==> src/rtl/sws_pkg.sv <==
package sws_pkg;
  localparam int CNT_W = 6;
  typedef logic [CNT_W-1:0] cnt_t;
  // strobe windows as [beg, end) clock indices, last = T-1
  typedef struct packed {
    cnt_t we_beg;
    cnt_t we_end;
    cnt_t cs_beg;
    cnt_t cs_end;
    cnt_t last;
  } win_t;
endpackage

==> src/rtl/sws_timing_sel.sv <==
module sws_timing_sel
  import sws_pkg::*;
#(
  parameter int NUM_CS = 4,
  parameter int CSI_W  = 2
) (
  input  logic [NUM_CS*CNT_W-1:0] we_setup_i,
  input  logic [NUM_CS*CNT_W-1:0] we_pulse_i,
  input  logic [NUM_CS*CNT_W-1:0] cs_setup_i,
  input  logic [NUM_CS*CNT_W-1:0] cs_pulse_i,
  input  logic [NUM_CS*CNT_W-1:0] total_i,
  input  logic [CSI_W-1:0]        sel_i,
  output win_t                    win_o
);
  function automatic cnt_t win_end(cnt_t beg, cnt_t pulse, cnt_t tot);
    logic [CNT_W:0] sum;
    sum = {1'b0, beg} + {1'b0, pulse};
    if (beg >= tot)              return beg;
    else if (sum > {1'b0, tot})  return tot;
    else                         return sum[CNT_W-1:0];
  endfunction

  win_t win_all [NUM_CS];

  for (genvar g = 0; g < NUM_CS; g++) begin : g_cs
    cnt_t tot;
    always_comb begin
      tot = (total_i[g*CNT_W +: CNT_W] == '0) ? cnt_t'(1) : total_i[g*CNT_W +: CNT_W];
      win_all[g].we_beg = we_setup_i[g*CNT_W +: CNT_W];
      win_all[g].we_end = win_end(we_setup_i[g*CNT_W +: CNT_W], we_pulse_i[g*CNT_W +: CNT_W], tot);
      win_all[g].cs_beg = cs_setup_i[g*CNT_W +: CNT_W];
      win_all[g].cs_end = win_end(cs_setup_i[g*CNT_W +: CNT_W], cs_pulse_i[g*CNT_W +: CNT_W], tot);
      win_all[g].last   = tot - cnt_t'(1);
    end
  end

  always_comb begin
    win_o = win_all[0];
    for (int i = 1; i < NUM_CS; i++)
      if (sel_i == CSI_W'(i)) win_o = win_all[i];
  end
endmodule

==> src/rtl/sws_cycle_ctrl.sv <==
module sws_cycle_ctrl
  import sws_pkg::*;
(
  input  logic clk_i,
  input  logic rst_ni,
  input  logic start_i,
  input  cnt_t last_i,
  output logic accept_o,
  output logic busy_o,
  output cnt_t cnt_o,
  output logic done_o
);
  logic busy_q;
  cnt_t cnt_q;

  assign accept_o = start_i & ~busy_q;
  assign done_o   = busy_q && (cnt_q == last_i);
  assign busy_o   = busy_q;
  assign cnt_o    = cnt_q;

  always_ff @(posedge clk_i or negedge rst_ni) begin
    if (!rst_ni) begin
      busy_q <= 1'b0;
      cnt_q  <= '0;
    end else if (accept_o) begin
      busy_q <= 1'b1;
      cnt_q  <= '0;
    end else if (busy_q) begin
      if (cnt_q == last_i) begin
        busy_q <= 1'b0;
        cnt_q  <= '0;
      end else begin
        cnt_q <= cnt_q + cnt_t'(1);
      end
    end
  end


  done_pulse_chk: assert property (@(posedge clk_i) disable iff (!rst_ni)
    done_o |=> !done_o && !busy_q);

  cnt_bound_chk: assert property (@(posedge clk_i) disable iff (!rst_ni)
    busy_q |-> cnt_q <= last_i);

  start_ignored_chk: assert property (@(posedge clk_i) disable iff (!rst_ni)
    (busy_q && !done_o) |=> busy_q && (cnt_q == $past(cnt_q) + cnt_t'(1)));
endmodule

==> src/rtl/sws_strobe_gen.sv <==
module sws_strobe_gen
  import sws_pkg::*;
(
  input  logic busy_i,
  input  cnt_t cnt_i,
  input  cnt_t beg_i,
  input  cnt_t end_i,
  output logic strobe_n_o
);
  assign strobe_n_o = ~(busy_i && (cnt_i >= beg_i) && (cnt_i < end_i));
endmodule

==> src/rtl/sram_wr_seq.sv <==
module sram_wr_seq
  import sws_pkg::*;
#(
  parameter int NUM_CS = 4,
  parameter int ADDR_W = 20,
  parameter int DATA_W = 16,
  parameter int BSEL_W = 2,
  localparam int CSI_W = (NUM_CS > 1) ? $clog2(NUM_CS) : 1,
  localparam int TW    = NUM_CS * CNT_W
) (
  input  logic              clk_i,
  input  logic              rst_ni,
  input  logic              start_i,
  input  logic [CSI_W-1:0]  cs_sel_i,
  input  logic [ADDR_W-1:0] addr_i,
  input  logic [DATA_W-1:0] data_i,
  input  logic [BSEL_W-1:0] bsel_i,
  input  logic [TW-1:0]     we_setup_i,
  input  logic [TW-1:0]     we_pulse_i,
  input  logic [TW-1:0]     cs_setup_i,
  input  logic [TW-1:0]     cs_pulse_i,
  input  logic [TW-1:0]     total_i,
  output logic              busy_o,
  output logic              done_o,
  output logic [ADDR_W-1:0] addr_o,
  output logic [DATA_W-1:0] data_o,
  output logic [BSEL_W-1:0] bsel_o,
  output logic              we_n_o,
  output logic [NUM_CS-1:0] cs_n_o
);
  win_t              win_sel, win_q;
  logic              accept, cs_strobe_n;
  cnt_t              cnt;
  logic [CSI_W-1:0]  cs_q;
  logic [ADDR_W-1:0] addr_q;
  logic [DATA_W-1:0] data_q;
  logic [BSEL_W-1:0] bsel_q;

  sws_timing_sel #(.NUM_CS(NUM_CS), .CSI_W(CSI_W)) u_tsel (
    .we_setup_i(we_setup_i), .we_pulse_i(we_pulse_i),
    .cs_setup_i(cs_setup_i), .cs_pulse_i(cs_pulse_i),
    .total_i(total_i), .sel_i(cs_sel_i), .win_o(win_sel)
  );

  sws_cycle_ctrl u_ctrl (
    .clk_i(clk_i), .rst_ni(rst_ni), .start_i(start_i), .last_i(win_q.last),
    .accept_o(accept), .busy_o(busy_o), .cnt_o(cnt), .done_o(done_o)
  );

  // timing, address and data all captured on the accepting edge
  always_ff @(posedge clk_i or negedge rst_ni) begin
    if (!rst_ni) begin
      win_q  <= '0;
      cs_q   <= '0;
      addr_q <= '0;
      data_q <= '0;
      bsel_q <= '0;
    end else if (accept) begin
      win_q  <= win_sel;
      cs_q   <= cs_sel_i;
      addr_q <= addr_i;
      data_q <= data_i;
      bsel_q <= bsel_i;
    end
  end

  sws_strobe_gen u_we (
    .busy_i(busy_o), .cnt_i(cnt), .beg_i(win_q.we_beg), .end_i(win_q.we_end),
    .strobe_n_o(we_n_o)
  );
  sws_strobe_gen u_cs (
    .busy_i(busy_o), .cnt_i(cnt), .beg_i(win_q.cs_beg), .end_i(win_q.cs_end),
    .strobe_n_o(cs_strobe_n)
  );

  for (genvar g = 0; g < NUM_CS; g++) begin : g_csn
    assign cs_n_o[g] = cs_strobe_n | (cs_q != CSI_W'(g));
  end

  assign addr_o = addr_q;
  assign data_o = data_q;
  assign bsel_o = bsel_q;


  addr_hold_chk: assert property (@(posedge clk_i) disable iff (!rst_ni)
    (busy_o && $past(busy_o)) |-> $stable(addr_o) && $stable(data_o) && $stable(bsel_o));

  cs_onehot_chk: assert property (@(posedge clk_i) disable iff (!rst_ni)
    $onehot0(~cs_n_o));

  idle_strobe_chk: assert property (@(posedge clk_i) disable iff (!rst_ni)
    !busy_o |-> we_n_o && (&cs_n_o) && !done_o);

  last_release_chk: assert property (@(posedge clk_i) disable iff (!rst_ni)
    done_o |=> we_n_o && (&cs_n_o));
endmodule

==> config.mk <==
export PLATFORM = sky130hd
export DESIGN_NAME = sram_wr_seq
export DESIGN_NICKNAME = d
export VERILOG_FILES = /design/src/rtl/sws_pkg.sv /design/src/rtl/sws_timing_sel.sv /design/src/rtl/sws_cycle_ctrl.sv /design/src/rtl/sws_strobe_gen.sv /design/src/rtl/sram_wr_seq.sv
export SDC_FILE = /design/constraint.sdc
export NUM_CORES = 1
export LEC_CHECK = 0
export ABC_CLOCK_PERIOD_IN_PS = 2800
export BUFFER_PORTS_ARGS = -buffer_cell sky130_fd_sc_hd__buf_2
export CORE_ASPECT_RATIO = 1.25
export CORE_MARGIN = 8
export CORE_UTILIZATION = 57
export DETAILED_ROUTE_END_ITERATION = 16
export GPL_TIMING_DRIVEN = 0
export HOLD_SLACK_MARGIN = 0.03
export PLACE_DENSITY = 0.93
export SYNTH_ARGS = -nofsm -noshare
export SYNTH_HDL_FRONTEND = slang
export SYNTH_SLANG_ARGS = --single-unit
==> constraint.sdc <==
create_clock -name clk_i -period 2.8 [get_ports clk_i]
set_clock_uncertainty 0.2 [all_clocks]
set_input_delay 0.28 -clock clk_i [delete_from_list [all_inputs] [get_ports clk_i]]
set_output_delay 0.28 -clock clk_i [all_outputs]
set_load 0.1 [all_outputs]
==> After elaboration in Yosys (flattened, before gate mapping) <==
Index checks and enable logic that the tools add are counted.
{ "totals": {"reg_bits": 77, "in_bits": 163, "out_inout_bits": 45, "elab_cells": 99} }
{ "classes": {"addsub": 13, "magnitude_cmp": 20, "eq_ne": 7, "mux": 29, "bitwise": 8, "n_reduce_logical": 11} }
{ "op_table": {"columns": ["operator", "n"], "rows": [
  ["2-to-1 mux 6 bit", 23],
  ["2-to-1 mux 30 bit", 3],
  [">= comparator 6 bit", 10],
  ["adder 6 x 6 -> 7 bit", 8],
  ["> comparator 7 x 6 -> 1 bit", 8],
  ["zero test 6 bit", 4],
  ["subtractor 6 x 1 -> 6 bit (second input constant)", 4],
  ["< comparator 6 bit", 2],
  ["adder 6 x 1 -> 6 bit (second input constant)", 1],
  ["equality test 6 bit", 1],
  ["logical AND 1 bit", 5],
  ["equality test 2 bit (second input constant)", 2],
  ["inequality test 2 bit (second input constant)", 2],
  ["bitwise OR 1 bit", 4],
  ["nonzero test 2 bit", 2],
  ["2-to-1 mux 1 bit", 3],
  ["inverter 1 bit", 3],
  ["equality test 2 x 1 -> 1 bit (second input constant)", 1],
  ["inequality test 2 x 1 -> 1 bit (second input constant)", 1],
  ["AND 1 bit", 1]
]} }

==> Logic depth before layout (Yosys ltp) <==
{ "logic_depth": {"ltp_word": 8, "mapped_depth": 14, "mapped_depth_nobuf": 13} }

==> By module <==
From an unflattened synthesis, not the netlist that was laid out.
{ "unflattened": {"cells_unflattened": 949, "area_unflattened_um2": 9611.7} }
{ "by_module_without_submodules": {"columns": ["module", "instances", "cells_per_inst", "area_each_um2", "seq_area_each_um2"], "rows": [
  ["sws_timing_sel", 1, 678, 5646.7, 0.0],
  ["sram_wr_seq", 1, 152, 2985.4, 1751.7],
  ["sws_strobe_gen", 2, 38, 289.0, 0.0],
  ["sws_cycle_ctrl", 1, 43, 401.6, 175.2]
]} }

==> Worst setup path before layout <==
No wires, ideal clock.
{ "synth_timing": {"kind": "input to register", "startpoint": "in we_setup_i[0]", "endpoint": "reg win_q[19] (netlist name)", "setup_ns": 0.126, "arrival_ns": 3.209, "required_time_ns": 2.474, "setup_slack_ns": -0.735, "stages": 12, "path_buffers": 0, "path_cell_list": "ha_1 fa_1 a21o_1 a21oi_1 xnor2_1 ha_1 and3_1 a221o_1 a221oi_4 mux2i_1 o211ai_1 o32a_1"} }
{ "synth_between": {"elab_chain_cells": 7, "word_cells_on_any_way": 8, "cone_classes": "add/sub (1); order compare (2); mux (5)"} }
{ "synth_rtl": {"columns": ["item", "line", "source"], "rows": [
  ["start: declaration", "sram_wr_seq.sv:18", "input logic [TW-1:0] we_setup_i,"],
  ["adder 6 x 6 -> 7 bit", "sws_timing_sel.sv:17", "sum = {1'b0, beg} + {1'b0, pulse};"],
  ["> comparator 7 x 6 -> 1 bit", "sws_timing_sel.sv:19", "else if (sum > {1'b0, tot}) return tot;"],
  ["2-to-1 mux 6 bit", "sws_timing_sel.sv:19", null],
  ["2-to-1 mux 6 bit (*)", "sws_timing_sel.sv:18", "if (beg >= tot) return beg;"],
  ["2-to-1 mux 30 bit (*) (3 in a row)", "sws_timing_sel.sv:40", "if (sel_i == CSI_W'(i)) win_o = win_all[i];"],
  ["end signal: assignment", "sram_wr_seq.sv:59", "win_q <= win_sel;"],
  ["end: declaration", "sram_wr_seq.sv:31", "win_t win_sel, win_q;"]
]} }
Every way passes the cells marked *; elsewhere a longest branch is shown, timed or not.
A chain may end at the register's enable or synchronous reset.

==> Worst setup path after layout <==
{ "layout_timing": {"startpoint": "in cs_pulse_i[0]", "endpoint": "reg win_q[9] (netlist name)"} }
{ "layout_between": {"elab_chain_cells": 7} }
{ "layout_rtl": {"columns": ["item", "line", "source"], "rows": [
  ["start: declaration", "sram_wr_seq.sv:21", "input logic [TW-1:0] cs_pulse_i,"],
  ["adder 6 x 6 -> 7 bit (*)", "sws_timing_sel.sv:17", null],
  ["> comparator 7 x 6 -> 1 bit", "sws_timing_sel.sv:19", null],
  ["2-to-1 mux 6 bit (*)", "sws_timing_sel.sv:19", null],
  ["2-to-1 mux 6 bit (*)", "sws_timing_sel.sv:18", null],
  ["2-to-1 mux 30 bit (*) (3 in a row)", "sws_timing_sel.sv:40", null]
]} }
Marked as above.

==> out/qor.yml <==
status:
  status: "finished with violations"
  failed_checks: "setup timing"
grt:
  grt.busiest_layer: "met2"
  grt_use_total_pct: 36.3
  global_route.overflow_total: 0
  number_of_global_route_vias_before_repair: 11000
  grt_util_met3_pct: 9.38
  grt_use_met1_pct: 39.0
  grt_use_met2_pct: 60.1
  grt_first_pass_wirelength_um: 57700
  grt_antenna_before_repair: 4
  pin_count_of_the_biggest_net_entering_global_routing: 68
final_layout:
  post_route_cells_drive_above_1_share_pct: 33.1
  mostFrequentLayoutCell: "buf_2"
  finalCoreUtilization_pct: 80.4
  growth_of_design_area_from_synthesis_to_finish_pct: 39.2
  ff_latch_area_um2: 1930
  most-common-layout-cells: "192 x buf_2, 188 x nand2_1, 143 x ha_1"
  n_fill_cell: 943
  stdcell_area_um2: 12900
  multi_input_comb_area_um2: 7870
  nets: 1759
synth:
  syn_area_um2: 9280
  distinct_cell_type_count_of_the_synthesized_netlist: 69
  register_bit_count_reported_by_yosys: 77
  synthesis.nets: 1434
  yosysWarnings: 0
  netlist_instances: 1095
  seq_area_frac_synth_pct: 20.8
  number_of_synthesized_flops_with_an_enable_pin: 0
  ys_async_sr_fraction_pct: 100
  syn_avg_cell_area_um2: 8.48
  ys_dominant_reg_cell: "dfrtp_1"
worst_setup_path:
  startpoint_type: "input port"
  crit_path_end: "win_q[9]"
  slowest_stage: "o21ai_1"
  cpLargestDelayFamily: "compound AO/OA/AOI/OAI gates"
  crit_end_element: "flop"
  cp_max_fo: 5
  required_time_of_the_worst_setup_path_ns: 2.80
  cp.arrival_ns: 3.55
  reg2reg_setup_slack_ns: -0.34
  critPathMostFrequentCell: "a21o_1"
  worstReg2RegStart: "u_ctrl.busy_o"
  cp_num_cells: 14
  cp.buffers_inverters: 1
  r2r_cells: 6
  criticalPathCategory: "in2reg"
  worst_setup_path_startpoint: "cs_pulse_i[0]"
  worstReg2RegEnd: "data_o[0]"
  crit_chain: "buf_6, ha_4, fa_2, a21o_1, a21oi_4, xnor2_2, ha_1, a21o_1, a21o_1, o21a_2, o21ai_1, a21oi_1, a211oi_4, o22ai_1"
  slowest_delay_ns: 0.42
die:
  dieArea_um2: 20700
  dieHeight_um: 159
  pin_count: 208
  fp-row-count: 52
  start_util_pct: 57.8
  core_region_area_um2: 16100
  die_x_um: 130
cts:
  clock_sinks: 77
  cts_max_level: 3
  cts.reportedPaths.clkPinSlew_ns: 0.05
  cts_tree: "built"
  clock_latency_ns: 0.34
  clk_root_buffer_cell: "clkbuf_16"
  numCtsBuffers: 9
  clock_path_buffers: 2
drt:
  detail_route.drc_violations: 0
  wl_per_cell_um: 25.1
  detailedRoute.firstPassIterationCount: 9
  vias_per_cell: 6.79
  ant_nets: 0
  num_vias: 11100
  drc_violation_total_after_the_first_tritonroute_iteration: 1579
  routed_wl_um: 41200
placed_design:
  detailedPlacementHpwl_um: 25900
  place.gp.congestion: 1.05
  postPlaceCellArea_um2: 10800
  io_buffer_count: 205
timing:
  max_freq_ghz: 0.281
  grt_setup_unrepaired: "yes"
  timing.final.setup_violations: 56
  timing_worst_slew_pin_value_ns: 0.805
  fin_crit_sh_pct: 127
  timing.final.max_slew_violations: 0
  report.final.hold_viol_count: 0
  final_critical_path_setup_slack_ns: -0.756
  post-route-min-period_ns: 3.56
  timing.slew.headroom_pct: 45.8
worst_hold_path:
  timing.hold.worst.class: "in2async"
power_and_ir_drop:
  vdd_drop_max_mv: 0.411
  cellPowerDensity_nw_per_um2: 780
  lkg_pwr_nw: 6.46
run:
  drv_cap: 0
==> area by class of cell <==
class | instances | share of cell area, %
multi-input combinational | 918 | 60.9
timing repair buffer | 315 | 16.9
sequential | 77 | 14.9
inverter | 76 | 2.23
tap | 216 | 2.09
clock buffer | 12 | 1.83
buffer | 23 | 0.716
clock inverter | 4 | 0.378
antenna | 1 | 0.0194
==> timing repair <==
item	CTS	global route
buffers inserted	50	20
hold buffers	39	0
pin swaps	85	70
endpoints found under the hold margin	115	0
endpoints found under the setup margin	17	56
resized for setup	117	83
==> flip-flops by register name, summed over array words and instances, names as in the netlist <==
| signal | flops |
|---|---|
| win_q | 30 |
| cs_q | 2 |
| data_o | 16 |
| addr_o | 20 |
| bsel_o | 2 |
| u_ctrl.busy_o | 1 |
| u_ctrl.cnt_o | 6 |
==> worst reg2reg max path: stages (launching register included) <==
cell and delay (ns):
dfrtp_1 0.47, nor2b_1 0.53, clkbuf_1 0.51, buf_1 0.59
clkbuf_1 0.46, nand2_1 0.18, nand2_1 0.13
==> kinds of logic (layout without fill, tap and decap cells) <==
group,Yosys count,count (layout),synth area share (%)
XOR/XNOR,40,40,3.77
buffers and inverters,100,430,4.19
adder cells (fa/ha/maj),176,176,24.4
multiplexers,45,45,7.48
AND/OR/NAND/NOR,342,342,16.5
flip-flops,77,77,20.8
AO/OA/AOI/OAI,315,315,22.9
other,0,1,0
==> per-stage QoR <==
stage	setup TNS, ns	worst slack, ns	std cells	power, mW	hold slack [ns]
6_report	-16.36	-0.756	1642	10.1	0.123
5_1_grt	-15.79	-0.821	1642	10.5	0.133
4_1_cts	-4.37	-0.464	1622	9.32	0.118
3_5_place_dp	-11.81	-1.11	1517	7.60	-0.0625
3_3_place_gp	-10.99	-1.07	1516	7.39	0.252
2_1_floorplan	-4.82	-0.555	1095	6.31	-0.216
==> layer usage <==
layer  vias up  wire [um]
li1       4667          -
met5         -         33
met1      5090      13200
met2      1027      18900
met3       356       5290
met4         6       3780
==> report_power, final <==
group / internal (mW) / switching, mW
Clock: 0.689 / 0.448
Combinational: 2.25 / 4.65
Sequential: 1.63 / 0.416
Total: 4.57 / 5.51
==> how the worst min path moves through the flow <==
| stage | startpoint | to | slack [ns] | depth (start not counted) |
|---|---|---|---|---|
| 6_report | rst_ni | data_o[2] | 0.12 | 2 |
| 5_1_grt | rst_ni | data_o[7] | 0.13 | 2 |
| 4_1_cts | rst_ni | data_o[8] | 0.12 | 2 |
| 3_5_place_dp | rst_ni | data_o[2] | -0.06 | 1 |
| 3_3_place_gp | bsel_o[0] | bsel_o[0] | 0.25 | 2 |
| 2_1_floorplan | rst_ni | addr_o[0] | -0.22 | 0 |
==> synthesized netlist by cell type, drive strengths merged, types with 18 or more instances <==
library cell,instances,share of area [%]
o21ai,73,3.9
dfrtp,77,21
a21o,53,4.3
xnor2,22,2.1
nor2,44,1.8
xor2,18,1.7
ha,168,23
inv,76,3.1
a21oi,65,3.7
nand2,190,7.7
nand3,31,1.7
mux4,18,4.4
a211oi,25,2.0
Power figures use the tool's default switching activity.
